File: src/rtl/rvq_pkg.sv
`timescale 1ns/1ps
package rvq_pkg;

  // Occupancy class derived from pointer equality and the last-write flag
  typedef enum logic [1:0] {
    OCC_EMPTY = 2'd0,
    OCC_PART  = 2'd1,
    OCC_FULL  = 2'd2
  } occ_e;

  // Pointer width for a given depth (at least one bit)
  function automatic int ptr_bits(input int depth);
    return (depth > 1) ? $clog2(depth) : 1;
  endfunction

endpackage

File: src/rtl/rvq_ptrs.sv
`timescale 1ns/1ps
module rvq_ptrs #(
  parameter int DEPTH = 4,
  parameter int PTR_W = 2
) (
  input  logic             clk,
  input  logic             rst_n,
  input  logic             clr,
  input  logic             enq_adv,
  input  logic             deq_adv,
  output logic [PTR_W-1:0] enq_ptr,
  output logic [PTR_W-1:0] deq_ptr,
  output logic [PTR_W-1:0] deq_nxt
);

  localparam logic [PTR_W-1:0] LAST = PTR_W'(DEPTH - 1);

  logic [PTR_W-1:0] enq_nxt;
  logic             enq_en;
  logic             deq_en;

  function automatic logic [PTR_W-1:0] bump(input logic [PTR_W-1:0] p);
    return (p == LAST) ? '0 : p + PTR_W'(1);
  endfunction

  // next-state
  always_comb begin
    enq_en  = clr | enq_adv;
    deq_en  = clr | deq_adv;
    enq_nxt = clr ? '0 : (enq_adv ? bump(enq_ptr) : enq_ptr);
    deq_nxt = clr ? '0 : (deq_adv ? bump(deq_ptr) : deq_ptr);
  end

  // registers
  always_ff @(posedge clk or negedge rst_n) begin
    if (!rst_n) begin
      enq_ptr <= '0;
      deq_ptr <= '0;
    end else begin
      if (enq_en) enq_ptr <= enq_nxt;
      if (deq_en) deq_ptr <= deq_nxt;
    end
  end

endmodule

File: src/rtl/rvq_store.sv
`timescale 1ns/1ps
module rvq_store #(
  parameter int DATA_W    = 8,
  parameter int DEPTH     = 4,
  parameter int PTR_W     = 2,
  parameter int SYNC_READ = 0
) (
  input  logic              clk,
  input  logic              wr_en,
  input  logic [PTR_W-1:0]  wr_addr,
  input  logic [DATA_W-1:0] wr_data,
  input  logic [PTR_W-1:0]  rd_addr,
  output logic [DATA_W-1:0] rd_data
);

  logic [DATA_W-1:0] mem [DEPTH];

  always_ff @(posedge clk) begin
    if (wr_en) mem[wr_addr] <= wr_data;
  end

  generate
    if (SYNC_READ != 0) begin : g_sync
      // rd_addr is the next-cycle head; forward a same-cycle write to it
      logic [DATA_W-1:0] rd_q;
      logic              fwd;
      assign fwd = wr_en && (wr_addr == rd_addr);
      always_ff @(posedge clk) begin
        if (fwd) rd_q <= wr_data;
        else     rd_q <= mem[rd_addr];
      end
      assign rd_data = rd_q;
    end else begin : g_comb
      assign rd_data = mem[rd_addr];
    end
  endgenerate

endmodule

File: src/rtl/rvq_ctrl.sv
`timescale 1ns/1ps
module rvq_ctrl
  import rvq_pkg::*;
#(
  parameter int DEPTH   = 4,
  parameter int PTR_W   = 2,
  parameter int CNT_W   = 3,
  parameter int PIPE_EN = 0,
  parameter int FLOW_EN = 0
) (
  input  logic             clk,
  input  logic             rst_n,
  input  logic             flush,
  input  logic             in_valid,
  input  logic             out_ready,
  input  logic [PTR_W-1:0] enq_ptr,
  input  logic [PTR_W-1:0] deq_ptr,
  output logic             in_ready,
  output logic             out_valid,
  output logic             bypass,
  output logic             do_enq,
  output logic             do_deq,
  output logic [CNT_W-1:0] level
);

  localparam bit PIPE = (PIPE_EN != 0);
  localparam bit FLOW = (FLOW_EN != 0);

  logic mfull_q;
  logic mfull_d;
  logic mfull_en;
  logic ptr_eq;
  logic in_fire;
  logic out_fire;
  occ_e occ;

  // occupancy class
  always_comb begin
    ptr_eq = (enq_ptr == deq_ptr);
    if (!ptr_eq)     occ = OCC_PART;
    else if (mfull_q) occ = OCC_FULL;
    else             occ = OCC_EMPTY;
  end

  // handshakes and transfer decisions
  always_comb begin
    bypass    = FLOW && (occ == OCC_EMPTY);
    in_ready  = rst_n && ((occ != OCC_FULL) || (PIPE && out_ready));
    out_valid = rst_n && ((occ != OCC_EMPTY) || (FLOW && in_valid));
    in_fire   = in_valid && in_ready;
    out_fire  = out_valid && out_ready;
    do_enq    = in_fire && !(bypass && out_ready);
    do_deq    = out_fire && !bypass;
  end

  // level from pointer distance
  always_comb begin
    unique case (occ)
      OCC_EMPTY: level = '0;
      OCC_FULL:  level = CNT_W'(DEPTH);
      default: begin
        if (enq_ptr > deq_ptr)
          level = CNT_W'(enq_ptr) - CNT_W'(deq_ptr);
        else
          level = CNT_W'(DEPTH) - (CNT_W'(deq_ptr) - CNT_W'(enq_ptr));
      end
    endcase
  end

  // last-write flag next-state
  always_comb begin
    mfull_en = flush || (do_enq != do_deq);
    mfull_d  = flush ? 1'b0 : do_enq;
  end

  always_ff @(posedge clk or negedge rst_n) begin
    if (!rst_n) begin
      mfull_q <= 1'b0;
    end else if (mfull_en) begin
      mfull_q <= mfull_d;
    end
  end

endmodule

File: src/rtl/rv_queue.sv
`timescale 1ns/1ps
module rv_queue #(
  parameter int DATA_W    = 8,
  parameter int DEPTH     = 4,
  parameter int PIPE_EN   = 0,
  parameter int FLOW_EN   = 0,
  parameter int SYNC_READ = 0,
  parameter int FLUSH_EN  = 0
) (
  input  logic                         clk,
  input  logic                         rst_n,
  input  logic                         flush_i,
  input  logic                         in_valid,
  output logic                         in_ready,
  input  logic [DATA_W-1:0]            in_data,
  output logic                         out_valid,
  input  logic                         out_ready,
  output logic [DATA_W-1:0]            out_data,
  output logic [$clog2(DEPTH+1)-1:0]   level
);

  localparam int PTR_W = rvq_pkg::ptr_bits(DEPTH);
  localparam int CNT_W = $clog2(DEPTH + 1);

  logic              flush_eff;
  logic              bypass;
  logic              do_enq;
  logic              do_deq;
  logic [PTR_W-1:0]  enq_ptr;
  logic [PTR_W-1:0]  deq_ptr;
  logic [PTR_W-1:0]  deq_nxt;
  logic [PTR_W-1:0]  rd_addr;
  logic [DATA_W-1:0] rd_data;
  logic [CNT_W-1:0]  level_w;

  assign flush_eff = (FLUSH_EN != 0) && flush_i;

  rvq_ctrl #(
    .DEPTH   (DEPTH),
    .PTR_W   (PTR_W),
    .CNT_W   (CNT_W),
    .PIPE_EN (PIPE_EN),
    .FLOW_EN (FLOW_EN)
  ) u_ctrl (
    .clk       (clk),
    .rst_n     (rst_n),
    .flush     (flush_eff),
    .in_valid  (in_valid),
    .out_ready (out_ready),
    .enq_ptr   (enq_ptr),
    .deq_ptr   (deq_ptr),
    .in_ready  (in_ready),
    .out_valid (out_valid),
    .bypass    (bypass),
    .do_enq    (do_enq),
    .do_deq    (do_deq),
    .level     (level_w)
  );

  rvq_ptrs #(
    .DEPTH (DEPTH),
    .PTR_W (PTR_W)
  ) u_ptrs (
    .clk     (clk),
    .rst_n   (rst_n),
    .clr     (flush_eff),
    .enq_adv (do_enq),
    .deq_adv (do_deq),
    .enq_ptr (enq_ptr),
    .deq_ptr (deq_ptr),
    .deq_nxt (deq_nxt)
  );

  // registered read needs the head address one cycle early
  assign rd_addr = (SYNC_READ != 0) ? deq_nxt : deq_ptr;

  rvq_store #(
    .DATA_W    (DATA_W),
    .DEPTH     (DEPTH),
    .PTR_W     (PTR_W),
    .SYNC_READ (SYNC_READ)
  ) u_store (
    .clk     (clk),
    .wr_en   (do_enq),
    .wr_addr (enq_ptr),
    .wr_data (in_data),
    .rd_addr (rd_addr),
    .rd_data (rd_data)
  );

  assign out_data = bypass ? in_data : rd_data;
  assign level    = level_w;

endmodule

File: config.mk
export PLATFORM = sky130hd
export DESIGN_NAME = rv_queue
export DESIGN_NICKNAME = d
export VERILOG_FILES = /design/src/rtl/rvq_pkg.sv /design/src/rtl/rvq_ptrs.sv /design/src/rtl/rvq_store.sv /design/src/rtl/rvq_ctrl.sv /design/src/rtl/rv_queue.sv
export SDC_FILE = /design/constraint.sdc
export NUM_CORES = 1
export LEC_CHECK = 0
export CAP_MARGIN = 10
export CORE_MARGIN = 5
export CORE_UTILIZATION = 47
export CTS_CLUSTER_SIZE = 40
export DETAILED_ROUTE_END_ITERATION = 16
export PLACE_DENSITY_LB_ADDON = 0.05
export SLEW_MARGIN = 20
export SYNTH_ARGS = -nofsm -noshare
export SYNTH_HDL_FRONTEND = slang
export SYNTH_SLANG_ARGS = --single-unit
File: constraint.sdc
create_clock -name clk -period 1.6 [get_ports clk]
set_input_delay 0.32 -clock clk [delete_from_list [all_inputs] [get_ports clk]]
set_output_delay 0.32 -clock clk [all_outputs]
set_load 0.05 [all_outputs]
After elaboration in Yosys (flattened, before gate mapping)
Memories as Yosys holds them, arrays and structs flattened.
Index checks and enable logic that the tools add are counted.
{ "word_totals": {"ram_bits": 32, "memories": 1, "regBits": 5, "output_inout_bits": 13, "in_bits": 13, "wordCells": 30} }
{ "op_classes": {"n_mux": 8, "eq_ne": 6, "magnitude_cmp": 1, "addsub": 5, "n_reduce_logical": 6} }
{ "mem_list": {"columns": ["memory", "words", "width", "rd", "rd_ports_with_merged_regs", "wr", "line_no", "rtl"], "rows": [
  ["u_store.mem", 4, 8, 1, 0, 1, "rvq_store.sv:16", "logic [DATA_W-1:0] mem [DEPTH];"]
]} }
{ "op_table": {"columns": ["cell", "n"], "rows": [
  ["$mux W2", 4],
  ["$eq A2 B2 Y1 const B", 3],
  ["$pmux W3 S2", 1],
  ["$sub A2 B2 Y3", 2],
  ["$add A2 B1 Y2 const B", 2],
  ["$logic_and A1 B1 Y1", 4],
  ["$mux W3", 1],
  ["$sub A3 B3 Y3 const A", 1],
  ["$eq A2 B2 Y1", 1],
  ["$gt A2 B2 Y1", 1],
  ["$logic_not A2 Y1", 1],
  ["$mux W1", 2],
  ["$ne A2 B2 Y1 const B", 1],
  ["$reduce_bool A2 Y1", 1],
  ["$ne A1 B1 Y1", 1]
]} }

Depth between registers and ports, before layout
Gate-level depths: netlist of run 1.
{ "depth": {"depth_word": 7, "ltp_mapped": 6, "ltp_nobuf": 5} }

By module
Synthesis of run 1 repeated with hierarchy kept, for this count alone.
{ "unflattened": {"hier_cells": 98, "hier_area_um2": 1706.6} }
{ "modules_own_cells": {"columns": ["mod", "area_each_um2", "cells_each", "seq_area_each_um2", "n_inst"], "rows": [
  ["rvq_store", 1188.6, 46, 960.9, 1],
  ["rvq_ptrs", 201.4, 18, 100.1, 1],
  ["rvq_ctrl", 181.4, 24, 25.0, 1],
  ["rv_queue", 135.1, 10, 0.0, 1]
]} }

Least setup slack after synthesis of run 1
Ideal clock, no wire load.
{ "synth_path": {"path_type": "register -> output", "from": "register u_ptrs.enq_ptr[0]", "to": "output level[1]", "path_stages_with_launch": 6, "setup_slack_ps": -271, "n_path_buf": 0, "t_required_ps": 1280, "arrival_ps": 1551, "path_cell_list": "dfrtp_1 -> inv_1 -> ha_1 -> inv_1 -> fa_1 -> and2_1"} }
{ "synth_via": {"elab_chain_cells": 4, "elab_cells_between_ends": 10, "cone_classes": "add/sub (3); order compare (1); eq/ne (2); mux (3); reduce/logical (1)"} }
{ "synth_rtl": {"columns": ["element", "line_no", "rtl"], "rows": [
  ["start, declared", "rvq_ptrs.sv:11", "output logic [PTR_W-1:0] enq_ptr,"],
  ["start signal, assigned", "rvq_ptrs.sv:40", "if (enq_en) enq_ptr <= enq_nxt;"],
  ["$sub A2 B2 Y3 / $eq A2 B2 Y1 (equally long branches)", "rvq_ctrl.sv:65, rvq_ctrl.sv:39", null],
  ["$sub A3 B3 Y3 / $mux W2 (equally long branches)", "rvq_ctrl.sv:65, rvq_ctrl.sv:40", null],
  ["$mux W3, or another cell as far along", "rvq_ctrl.sv:62", "if (enq_ptr > deq_ptr)"],
  ["$pmux W3 S2 (*)", "rvq_ctrl.sv:58", "unique case (occ)"],
  ["end, declared", "rv_queue.sv:19", "output logic [$clog2(DEPTH+1)-1:0] level"]
]} }
Every way passes the cells marked *; elsewhere a longest branch is shown, timed or not.

Final worst setup path of run 1
Same ends and word-level chain as after synthesis.

==> summary.json, run 1 <==
{
  "status": {"value": "finished, violations left"},
  "violated_checks": {"value": "setup timing"},
  "fmaxAchievable": {"value": 0.4881, "unit": "GHz"},
  "post-route-period-util": {"value": 128.1, "unit": "%"},
  "grt_remaining_overflow": {"value": 0},
  "grt_first_pass_wirelength": {"value": 4416, "unit": "um"},
  "final_layout_size_suffix_gt1_share": {"value": 51.59, "unit": "%"},
  "numCtsBuffers": {"value": 5},
  "clock_sink_count": {"value": 37},
  "drt_wl_total": {"value": 2740, "unit": "um"},
  "buf_inv_stages_crit_path": {"value": 3},
  "synth_seq_cells": {"value": 37},
  "drt-wirelength-per-cell": {"value": 15.93, "unit": "um"},
  "finalWeightedCongestion": {"value": 0.7145},
  "timing.critical_path.from_type": {"value": "register"},
  "cts_root_buf": {"value": "sky130_fd_sc_hd__clkbuf_4"},
  "dp_worst_setup_slack": {"value": -0.09081, "unit": "ns"},
  "worst_setup_slack_for_register_to_register_paths": {"value": -0.09, "unit": "ns"},
  "grt_start_max_net_pins": {"value": 12},
  "maxSlewHeadroom": {"value": 84.90, "unit": "%"},
  "drtIter0Drc": {"value": 35},
  "crit-reg2reg-launch": {"value": "u_ptrs.deq_ptr[0]"},
  "floorplan.die_area": {"value": 4631, "unit": "um2"},
  "timing.critical_path.cells": {"value": "inv_2, ha_4, inv_2, fa_1, and2_4, buf_12"},
  "drv.max_cap_violation_count": {"value": 0},
  "h-tree-depth": {"value": 2},
  "critPathRequiredTime": {"value": 1.28, "unit": "ns"},
  "synth_sequential_area_ratio": {"value": 68.56, "unit": "%"},
  "reg2reg_to": {"value": "u_store.mem[1][4]"},
  "cpMaxStageDelayCell": {"value": "sky130_fd_sc_hd__fa_1"},
  "clkSlewWorstSetupHoldPaths": {"value": 0.10, "unit": "ns"},
  "drtPass1Iterations": {"value": 2},
  "dr_total_vias": {"value": 846},
  "slew_viol_final": {"value": 0},
  "worstMarginPinSlew": {"value": 0.2265, "unit": "ns"},
  "portBuffers": {"value": 24},
  "timing.critical_path.arrival": {"value": 1.73, "unit": "ns"},
  "hold_viol_final": {"value": 0},
  "setup_viol": {"value": 44},
  "synth.net_count": {"value": 104},
  "crit_path_max_incr_delay": {"value": 0.49, "unit": "ns"},
  "worstSetupEndpointType": {"value": "output pin"},
  "syn_to_final_growth": {"value": 33.81, "unit": "%"},
  "tritoncts": {"value": "built"},
  "path_class": {"value": "register to output pin"},
  "synth_area_per_cell": {"value": 19.08, "unit": "um2"},
  "first_global_vias": {"value": 905},
  "final_period_minus_worst_setup_slack": {"value": 2.049, "unit": "ns"},
  "synth_cell_types": {"value": 21},
  "post-route-worst-setup-slack": {"value": -0.4489, "unit": "ns"},
  "syn_area": {"value": 1584, "unit": "um2"},
  "finClkSkew": {"value": 0.007030, "unit": "ns"},
  "clk_path_buf_depth": {"value": 2},
  "dp.final_hpwl": {"value": 1941, "unit": "um"},
  "die_h": {"value": 68.06, "unit": "um"},
  "die_x": {"value": 68.06, "unit": "um"},
  "rr_worst_depth": {"value": 5},
  "nNetsFinal": {"value": 146},
  "ios": {"value": 26},
  "postRouteAntennaNets": {"value": 0},
  "globalRouteTotalUtil": {"value": 13.90, "unit": "%"},
  "syn_inst": {"value": 83},
  "starting_utilization_of_the_core_area": {"value": 47.85, "unit": "%"},
  "unrepaired_setup_endpoints_after_global_routing": {"value": "true"},
  "hold_class": {"value": "input pin to async pin"},
  "crit_path_frequent_cell": {"value": "sky130_fd_sc_hd__inv_2"},
  "antenna_found_initial": {"value": 0},
  "n_antenna_cell": {"value": 0},
  "crit_fanout": {"value": 2},
  "latest_clock_arrival_within_the_worst_skew_pair": {"value": 0.33, "unit": "ns"},
  "drc": {"value": 0},
  "fp-row-count": {"value": 21},
  "critical-path-top-delay-family": {"value": "adder cells"},
  "design.core.area": {"value": 3311, "unit": "um2"},
  "yosys_warnings": {"value": 0},
  "avgViaCountPerCell": {"value": 4.919}
}
[kinds of logic after synthesis]
| group | synth area share [%] |
|---|---|
| DFF | 68.56 |
| and+or+nand+nor | 6.004 |
| muxes | 14.69 |
| buffers and inverters | 2.211 |
| adders and majority gates | 6.793 |
| AOI/OAI and AO/OA | 1.738 |
[worst max-delay path by stage]
stage	start	slack [ns]	to	cells past startpoint
final	u_ptrs.enq_ptr[0]	-0.45	level[1]	6
after global routing	u_ptrs.enq_ptr[0]	-0.53	level[1]	6
after CTS	u_ptrs.enq_ptr[0]	-0.49	level[1]	6
after detailed placement	rst_n	-0.09	u_ptrs.deq_ptr[0]	4
after global placement	u_ptrs.enq_ptr[0]	-0.08	level[1]	6
after floorplan	u_ptrs.enq_ptr[0]	-0.05	level[1]	5
[cells in the mapped netlist]
library cell / instances / share of area (%)
sky130_fd_sc_hd__o21ba_2: 1 / 0.63
sky130_fd_sc_hd__nor2_1: 2 / 0.47
sky130_fd_sc_hd__and2_1: 1 / 0.40
sky130_fd_sc_hd__ha_1: 7 / 5.5
sky130_fd_sc_hd__and3_4: 1 / 0.71
sky130_fd_sc_hd__nand3_2: 1 / 0.63
sky130_fd_sc_hd__mux2_2: 2 / 1.4
sky130_fd_sc_hd__edfxtp_1: 32 / 61
sky130_fd_sc_hd__and3b_2: 1 / 0.63
sky130_fd_sc_hd__buf_2: 1 / 0.32
sky130_fd_sc_hd__o21a_1: 1 / 0.47
sky130_fd_sc_hd__a21oi_1: 2 / 0.63
sky130_fd_sc_hd__and2_2: 5 / 2.4
sky130_fd_sc_hd__dfrtp_1: 5 / 7.9
sky130_fd_sc_hd__inv_1: 6 / 1.4
sky130_fd_sc_hd__nand2_1: 2 / 0.47
sky130_fd_sc_hd__buf_4: 1 / 0.47
sky130_fd_sc_hd__nor3_1: 1 / 0.32
sky130_fd_sc_hd__mux4_2: 8 / 11
sky130_fd_sc_hd__mux2_4: 2 / 1.9
sky130_fd_sc_hd__fa_1: 1 / 1.3
[final cells by class]
class	count	area [um2]
Clock buffer	5	37.54
Inverter	6	25.02
Tap cell	46	57.56
Timing Repair Buffer	37	379.1
Multi-Input combinational cell	38	519.2
Clock inverter	3	12.51
Fill cell	268	1191
Sequential cell	37	1089
[flip-flops by register name, summed over array words and instances, names as in the netlist]
name,count
u_ctrl.mfull_q,1
u_ptrs.deq_ptr,2
u_ptrs.enq_ptr,2
u_store.mem,32
[stage by stage]
| step | TNS, ns | instance area [um2] | utilization, % | hold WS, ns | cells |
|---|---|---|---|---|---|
| floorplan | -0.06228 | 1612 | - | 0.02441 | 83 |
| global placement | -2.688 | 2003 | 60.51 | 0.6375 | 162 |
| detailed placement | -3.052 | 2003 | 60.51 | 0.6345 | 162 |
| CTS | -7.095 | 2107 | 63.64 | 0.4733 | 172 |
| global route | -8.915 | 2120 | 64.02 | 0.4845 | 172 |
| finish | -6.284 | 2120 | 64.02 | 0.4841 | 172 |
[placed cells by master (no fill, tap or decap)]
cell type / n
sky130_fd_sc_hd__inv_4: 1
sky130_fd_sc_hd__buf_4: 18
sky130_fd_sc_hd__nand2_4: 1
sky130_fd_sc_hd__ha_1: 5
sky130_fd_sc_hd__and2_4: 6
sky130_fd_sc_hd__o21a_4: 1
sky130_fd_sc_hd__buf_12: 5
sky130_fd_sc_hd__nand3_4: 1
sky130_fd_sc_hd__inv_2: 4
sky130_fd_sc_hd__nor3_1: 1
sky130_fd_sc_hd__o21ba_2: 1
sky130_fd_sc_hd__clkbuf_4: 5
sky130_fd_sc_hd__and3b_2: 1
sky130_fd_sc_hd__and3_4: 1
sky130_fd_sc_hd__dfrtp_1: 3
sky130_fd_sc_hd__mux4_2: 8
sky130_fd_sc_hd__mux2_4: 2
sky130_fd_sc_hd__inv_1: 1
sky130_fd_sc_hd__ha_4: 2
sky130_fd_sc_hd__dfrtp_2: 2
sky130_fd_sc_hd__clkdlybuf4s50_1: 11
sky130_fd_sc_hd__nor2_1: 2
sky130_fd_sc_hd__buf_6: 3
sky130_fd_sc_hd__fa_1: 1
sky130_fd_sc_hd__mux2_2: 2
sky130_fd_sc_hd__clkinv_1: 2
sky130_fd_sc_hd__a21oi_1: 2
sky130_fd_sc_hd__nand2_1: 1
sky130_fd_sc_hd__edfxtp_1: 32
sky130_fd_sc_hd__clkinv_2: 1
[layer usage]
| metal | vias up | share of wire [%] | GRT usage (%) |
|---|---|---|---|
| li1 | 400 | - | - |
| met1 | 419 | 39 | 15.03 |
| met2 | 22 | 54 | 24.55 |
| met3 | 5 | 5.6 | 4.762 |
| met4 | 0 | 1.9 | 5.955 |
| met5 | - | 0 | 0 |
[worst register-to-register path, delay by kind of cell, from the launching register on]
kind	cells	cell delay [ns]
adders and majority gates	1	0.28
DFF	1	0.45
buffers and inverters	1	0.11
and+or+nand+nor	3	0.56
[timing repair]
item | CTS | global route
gates resized for setup | 9 | 7
hold endpoints to repair | 0 | 0
endpoints found under the setup margin | 45 | 47
gates cloned | 0 | 0
hold buffers | 0 | 0
pin swaps | 6 | 4
buffers inserted | 2 | 1
Power of run 1 is not shown: default switching activity piles up to over one toggle a cycle in this logic, so the estimate is an artifact.
==> run 2, diff against run 1 <==
- CAP_MARGIN: 10 -> 15
- SKIP_LAST_GASP: not set -> 1
==> summary.json, run 2 (synthesis results as in run 1) <==
{
  "status": {"value": "finished, violations left"},
  "violated_checks": {"value": "setup timing"},
  "drtIter0Drc": {"value": 35, "change": "unchanged"},
  "design.core.area": {"value": 3311, "unit": "um2", "change": "unchanged"},
  "path_class": {"value": "register to output pin"},
  "postRouteAntennaNets": {"value": 0, "change": "unchanged"},
  "timing.critical_path.from_type": {"value": "register"},
  "clk_path_buf_depth": {"value": 2, "change": "unchanged"},
  "cts_root_buf": {"value": "sky130_fd_sc_hd__clkbuf_4"},
  "numCtsBuffers": {"value": 5, "change": "unchanged"},
  "antenna_found_initial": {"value": 0, "change": "unchanged"},
  "n_antenna_cell": {"value": 0, "change": "unchanged"},
  "post-route-worst-setup-slack": {"value": -0.4528, "unit": "ns", "change": "-0.003854 ns"},
  "drc": {"value": 0, "change": "unchanged"},
  "final-instance-count-excl-fill": {"value": 172, "change": "unchanged"},
  "worst_setup_slack_for_register_to_register_paths": {"value": -0.09, "unit": "ns", "change": "about the same"},
  "reg_top3": {"value": "u_store.mem (32), u_ptrs.deq_ptr (2), u_ptrs.enq_ptr (2)"},
  "hold_viol_final": {"value": 0, "change": "unchanged"},
  "portBuffers": {"value": 24, "change": "unchanged"},
  "final_period_minus_worst_setup_slack": {"value": 2.053, "unit": "ns", "change": "+0.003854 ns"},
  "fmaxAchievable": {"value": 0.4871, "unit": "GHz", "change": "-0.19%"},
  "dp_worst_setup_slack": {"value": -0.09081, "unit": "ns", "change": "unchanged"},
  "die_x": {"value": 68.06, "unit": "um", "change": "unchanged"},
  "top_register": {"value": "u_store.mem"},
  "ios": {"value": 26, "change": "unchanged"},
  "first_global_vias": {"value": 907, "change": "+0.22%"},
  "drv.max_cap_violation_count": {"value": 0, "change": "unchanged"},
  "largest_register_ffs": {"value": 32, "change": "unchanged"},
  "timing.critical_path.arrival": {"value": 1.73, "unit": "ns", "change": "about the same"},
  "dr_total_vias": {"value": 846, "change": "unchanged"},
  "globalRouteTotalUtil": {"value": 13.90, "unit": "%", "change": "unchanged"},
  "worstSetupEndpointType": {"value": "output pin"},
  "cts_hold_repair.buffers": {"value": 0, "change": "unchanged"},
  "drt-wirelength-per-cell": {"value": 15.93, "unit": "um", "change": "unchanged"},
  "floorplan.die_area": {"value": 4631, "unit": "um2", "change": "unchanged"},
  "syn_to_final_growth": {"value": 33.81, "unit": "%", "change": "unchanged"},
  "avgViaCountPerCell": {"value": 4.919, "change": "unchanged"},
  "clkSlewWorstSetupHoldPaths": {"value": 0.10, "unit": "ns", "change": "about the same"},
  "latest_clock_arrival_within_the_worst_skew_pair": {"value": 0.33, "unit": "ns", "change": "about the same"},
  "clock_sink_count": {"value": 37, "change": "unchanged"},
  "hold_class": {"value": "input pin to async pin"},
  "drt_wl_total": {"value": 2740, "unit": "um", "change": "unchanged"},
  "final_layout_size_suffix_gt1_share": {"value": 50.79, "unit": "%", "change": "-0.79 points"},
  "finalWeightedCongestion": {"value": 0.7145, "change": "unchanged"},
  "post-route-period-util": {"value": 128.3, "unit": "%", "change": "+0.24 points"},
  "grt_remaining_overflow": {"value": 0, "change": "unchanged"},
  "tritoncts": {"value": "built"},
  "slew_viol_final": {"value": 0, "change": "unchanged"},
  "worstMarginPinSlew": {"value": 0.2265, "unit": "ns", "change": "unchanged"},
  "dp.final_hpwl": {"value": 1941, "unit": "um", "change": "unchanged"},
  "nNetsFinal": {"value": 146, "change": "unchanged"},
  "reg2reg_to": {"value": "u_store.mem[1][4]"},
  "h-tree-depth": {"value": 2, "change": "unchanged"},
  "finClkSkew": {"value": 0.007030, "unit": "ns", "change": "unchanged"},
  "rr_worst_depth": {"value": 5, "change": "unchanged"},
  "drtPass1Iterations": {"value": 2, "change": "unchanged"},
  "fillers": {"value": 268, "change": "unchanged"},
  "crit_fanout": {"value": 2, "change": "unchanged"},
  "critPathRequiredTime": {"value": 1.28, "unit": "ns", "change": "about the same"},
  "setup_viol": {"value": 44, "change": "unchanged"},
  "leading_cell_type_in_the_layout_fill_and_taps_excluded": {"value": "sky130_fd_sc_hd__edfxtp_1"},
  "fp-row-count": {"value": 21, "change": "unchanged"},
  "grt_first_pass_wirelength": {"value": 4416, "unit": "um", "change": "unchanged"},
  "layout.cells.most_common_list": {"value": "sky130_fd_sc_hd__edfxtp_1, sky130_fd_sc_hd__buf_4, sky130_fd_sc_hd__clkdlybuf4s50_1, sky130_fd_sc_hd__mux4_2, sky130_fd_sc_hd__and2_4"},
  "setup-tns-final": {"value": -6.288, "unit": "ns", "change": "-0.003860 ns"},
  "unrepaired_setup_endpoints_after_global_routing": {"value": "true"},
  "maxSlewHeadroom": {"value": 84.90, "unit": "%", "change": "unchanged"},
  "crit-reg2reg-launch": {"value": "u_ptrs.deq_ptr[0]"},
  "die_h": {"value": 68.06, "unit": "um", "change": "unchanged"},
  "post-place-cells": {"value": 162, "change": "unchanged"},
  "starting_utilization_of_the_core_area": {"value": 47.85, "unit": "%", "change": "unchanged"},
  "grt_start_max_net_pins": {"value": 12, "change": "unchanged"}
}
[run 2: per-stage QoR]
step	hold slack, ns	instance area [um2]	utilization [%]
CTS	0.4733	2107	63.64
detailed placement	0.6345	2003	60.51
global placement	0.6375	2003	60.51
finish	0.4841	2120	64.02
global route	0.4845	2120	64.02
floorplan	0.02441	1612	-
[run 2: worst max path at each step]
| stage | from | endpoint | slack [ns] | cells past startpoint |
|---|---|---|---|---|
| finish | u_ptrs.enq_ptr[0] | level[1] | -0.45 | 6 |
| global route | u_ptrs.enq_ptr[0] | level[1] | -0.54 | 6 |
| CTS | u_ptrs.enq_ptr[0] | level[1] | -0.49 | 6 |
| detailed placement | rst_n | u_ptrs.deq_ptr[0] | -0.09 | 4 |
| global placement | u_ptrs.enq_ptr[0] | level[1] | -0.08 | 6 |
| floorplan | u_ptrs.enq_ptr[0] | level[1] | -0.05 | 5 |
[run 2: critical path, cell delays in order (launching register included)]
cell and delay (ns):
sky130_fd_sc_hd__dfrtp_1 0.40, sky130_fd_sc_hd__inv_2 0.08, sky130_fd_sc_hd__ha_4 0.11, sky130_fd_sc_hd__inv_1 0.04, sky130_fd_sc_hd__fa_1 0.49, sky130_fd_sc_hd__and2_4 0.16, sky130_fd_sc_hd__buf_12 0.13
[run 2: area by class of cell]
cell class / count / area (um2) / area share, %
clock buffers: 5 / 37.54 / 1.771
clock inverters: 3 / 12.51 / 0.5903
inverters: 6 / 25.02 / 1.181
multi-input cells: 38 / 519.2 / 24.50
flip-flops and latches: 37 / 1089 / 51.36
well taps: 46 / 57.56 / 2.715
repair buffers: 37 / 379.1 / 17.89
[run 2: what timing repair did]
| item | CTS | global route |
|---|---|---|
| resized for setup | 9 | 6 |
| setup endpoints to repair | 45 | 47 |
| pin swaps | 6 | 4 |
| buffers inserted | 2 | 1 |
[run 2: layer usage]
| layer | GRT usage (%) | part of all wire [%] | wire length [um] |
|---|---|---|---|
| met1 | 15.03 | 39 | 1065 |
| met2 | 24.55 | 54 | 1466 |
| met3 | 4.762 | 5.6 | 154 |
| met4 | 5.955 | 1.9 | 53 |
| met5 | 0 | 0 | 0 |
Power of run 2 is left out for the same reason.
==> run 3, diff against run 2 <==
- GPL_TIMING_DRIVEN: not set -> 0
==> summary.json, run 3 (synthesis results as in run 1) <==
{
  "grt_remaining_overflow": {"value": 0, "change": "unchanged"},
  "met2_wire_length": {"value": 1348, "unit": "um", "change": "-8.0%"},
  "timing.critical_path.from_type": {"value": "register"},
  "violated_checks": {"value": "setup timing"},
  "h-tree-depth": {"value": 2, "change": "unchanged"},
  "cpMaxStageDelayCell": {"value": "sky130_fd_sc_hd__fa_1"},
  "clk_path_buf_depth": {"value": 2, "change": "unchanged"},
  "status": {"value": "finished, violations left"},
  "critPathRequiredTime": {"value": 1.28, "unit": "ns", "change": "about the same"},
  "final-instance-count-excl-fill": {"value": 169, "change": "-1.7%"},
  "leading_cell_type_in_the_layout_fill_and_taps_excluded": {"value": "sky130_fd_sc_hd__edfxtp_1"},
  "avgViaCountPerCell": {"value": 4.923, "change": "about the same"},
  "unrepaired_setup_endpoints_after_global_routing": {"value": "true"},
  "detail_route.wirelength.met1": {"value": 1067, "unit": "um", "change": "+0.19%"},
  "tritoncts": {"value": "built"},
  "starting_utilization_of_the_core_area": {"value": 47.85, "unit": "%", "change": "unchanged"},
  "crit_path_max_incr_delay": {"value": 0.48, "unit": "ns", "change": "about the same"},
  "final_period_minus_worst_setup_slack": {"value": 2.027, "unit": "ns", "change": "-0.02572 ns"},
  "critical-path-top-delay-family": {"value": "adder cells"},
  "buf_inv_stages_crit_path": {"value": 3, "change": "unchanged"},
  "globalRouteTotalUtil": {"value": 13.67, "unit": "%", "change": "-0.24 points"},
  "maxUsedRoutingLayer": {"value": "met4"},
  "crit-reg2reg-launch": {"value": "u_ptrs.deq_ptr[1]"},
  "slew_viol_final": {"value": 0, "change": "unchanged"},
  "finClkSkew": {"value": 0.007169, "unit": "ns", "change": "+0.0001391 ns"},
  "worstMarginPinSlew": {"value": 0.4233, "unit": "ns", "change": "+0.1968 ns"},
  "timing.critical_path.cells": {"value": "inv_2, ha_4, inv_2, fa_1, and2_4, buf_8"},
  "path_class": {"value": "register to output pin"},
  "nNetsFinal": {"value": 143, "change": "-2.1%"},
  "fillers": {"value": 270, "change": "+0.75%"},
  "top_register": {"value": "u_store.mem"},
  "crit_path_frequent_cell": {"value": "sky130_fd_sc_hd__inv_2"},
  "drv.max_cap_violation_count": {"value": 0, "change": "unchanged"},
  "hold-worst-slack": {"value": 0.2915, "unit": "ns", "change": "-0.1926 ns"},
  "post-route-worst-setup-slack": {"value": -0.4270, "unit": "ns", "change": "+0.02572 ns"},
  "dr_total_vias": {"value": 832, "change": "-1.7%"},
  "fp-row-count": {"value": 21, "change": "unchanged"},
  "area_of_the_multi_input_gates": {"value": 519.2, "unit": "um2", "change": "unchanged"},
  "clkSlewWorstSetupHoldPaths": {"value": 0.10, "unit": "ns", "change": "about the same"},
  "first_global_vias": {"value": 888, "change": "-2.1%"},
  "final-seq-area": {"value": 1089, "unit": "um2", "change": "unchanged"},
  "clock_sink_count": {"value": 37, "change": "unchanged"},
  "die_x": {"value": 68.06, "unit": "um", "change": "unchanged"},
  "worst_setup_slack_for_register_to_register_paths": {"value": -0.07, "unit": "ns", "change": "+0.02 ns"},
  "setup-tns-final": {"value": -5.841, "unit": "ns", "change": "+0.4473 ns"},
  "hold_class": {"value": "input pin to async pin"},
  "reg_top3": {"value": "u_store.mem (32), u_ptrs.deq_ptr (2), u_ptrs.enq_ptr (2)"},
  "timing.critical_path.arrival": {"value": 1.71, "unit": "ns", "change": "-0.02 ns"},
  "final_layout_size_suffix_gt1_share": {"value": 50.41, "unit": "%", "change": "-0.39 points"},
  "grt_first_pass_wirelength": {"value": 4381, "unit": "um", "change": "-0.79%"},
  "largest_register_ffs": {"value": 32, "change": "unchanged"},
  "latest_clock_arrival_within_the_worst_skew_pair": {"value": 0.33, "unit": "ns", "change": "about the same"},
  "ios": {"value": 26, "change": "unchanged"},
  "numCtsBuffers": {"value": 5, "change": "unchanged"},
  "postRouteAntennaNets": {"value": 0, "change": "unchanged"},
  "drt_wl_total": {"value": 2629, "unit": "um", "change": "-4.1%"},
  "drc": {"value": 0, "change": "unchanged"},
  "cts_root_buf": {"value": "sky130_fd_sc_hd__clkbuf_4"},
  "antenna_found_initial": {"value": 0, "change": "unchanged"},
  "portBuffers": {"value": 24, "change": "unchanged"},
  "crit_fanout": {"value": 2, "change": "unchanged"},
  "n_antenna_cell": {"value": 0, "change": "unchanged"},
  "design.core.area": {"value": 3311, "unit": "um2", "change": "unchanged"},
  "fmaxAchievable": {"value": 0.4933, "unit": "GHz", "change": "+1.3%"},
  "worstSetupEndpointType": {"value": "output pin"},
  "die_h": {"value": 68.06, "unit": "um", "change": "unchanged"},
  "dp.final_hpwl": {"value": 1775, "unit": "um", "change": "-8.6%"},
  "dr_wl_met3": {"value": 180, "unit": "um", "change": "+17%"},
  "maxSlewHeadroom": {"value": 71.69, "unit": "%", "change": "-13 points"},
  "hold_viol_final": {"value": 0, "change": "unchanged"},
  "grt_start_max_net_pins": {"value": 12, "change": "unchanged"},
  "rr_worst_depth": {"value": 6, "change": "+1"},
  "drtPass1Iterations": {"value": 3, "change": "+1"},
  "setup_viol": {"value": 45, "change": "+2.3%"},
  "layout.cells.most_common_list": {"value": "sky130_fd_sc_hd__edfxtp_1, sky130_fd_sc_hd__clkdlybuf4s50_1, sky130_fd_sc_hd__mux4_2, sky130_fd_sc_hd__buf_4, sky130_fd_sc_hd__buf_2"},
  "drtIter0Drc": {"value": 58, "change": "+66%"},
  "post-place-cells": {"value": 153, "change": "-5.6%"},
  "reg2reg_to": {"value": "u_store.mem[3][5]"},
  "syn_to_final_growth": {"value": 30.88, "unit": "%"},
  "finalWeightedCongestion": {"value": 0.6916, "change": "-3.2%"},
  "post-route-period-util": {"value": 126.7, "unit": "%", "change": "-1.6 points"},
  "floorplan.die_area": {"value": 4631, "unit": "um2", "change": "unchanged"},
  "drt-wirelength-per-cell": {"value": 15.56, "unit": "um", "change": "-2.3%"}
}
[run 3: changes by cell type in the layout (fill, tap and decap cells not counted), sizes merged]
cell and change:
clkinv -2, bufinv +1, clkbuf +2, buf -4
[run 3: worst max-delay path by stage]
stage / start / end / slack, ns / cells after the start
2_1_floorplan: u_ptrs.enq_ptr[0] / level[1] / -0.05 / 5
3_3_place_gp: u_ptrs.enq_ptr[0] / level[1] / -0.80 / 6
3_5_place_dp: u_ptrs.enq_ptr[0] / level[1] / -0.79 / 6
4_1_cts: u_ptrs.enq_ptr[0] / level[1] / -0.46 / 6
5_1_grt: u_ptrs.enq_ptr[0] / level[1] / -0.50 / 6
6_report: u_ptrs.enq_ptr[0] / level[1] / -0.43 / 6
[run 3: layout make-up]
class / count / area share, %
plain buffers: 1 / 0.7242
clock inverters: 2 / 1.629
multi-input cells: 38 / 25.05
well taps: 46 / 2.776
flip-flops and latches: 37 / 52.50
clock buffers: 6 / 1.992
repair buffers: 33 / 14.24
inverters: 6 / 1.086
[run 3: routing by layer]
layer	vias up	track usage, %
met5	-	0
met4	0	4.467
met3	4	5.090
met2	23	23.95
met1	409	15.28
li1	396	-
[run 3: worst register-to-register path, cell delays in order (launching register included)]
cell and delay (ns):
sky130_fd_sc_hd__dfrtp_1 0.42, sky130_fd_sc_hd__inv_2 0.10, sky130_fd_sc_hd__ha_4 0.22, sky130_fd_sc_hd__nand3_4 0.10
sky130_fd_sc_hd__buf_6 0.10, sky130_fd_sc_hd__and3_4 0.21, sky130_fd_sc_hd__and2_4 0.23
[run 3: per-stage QoR]
step                instance area (um2)  utilization (%)  setup slack (ns)
detailed placement                 1909            57.67           -0.7939
floorplan                          1612                -          -0.05209
global placement                   1909            57.67           -0.8014
global route                       2073            62.62           -0.4960
finish                             2073            62.62           -0.4270
CTS                                2001            60.43           -0.4575
[run 3: repair_timing]
item / 4_1_cts / 5_1_grt
buffers inserted: 5 / 4
hold buffers: 0 / 0
gates resized for setup: 81 / 13
setup endpoints to repair: 49 / 49
pin swaps: 3 / 4
Power of run 3 is left out for the same reason.
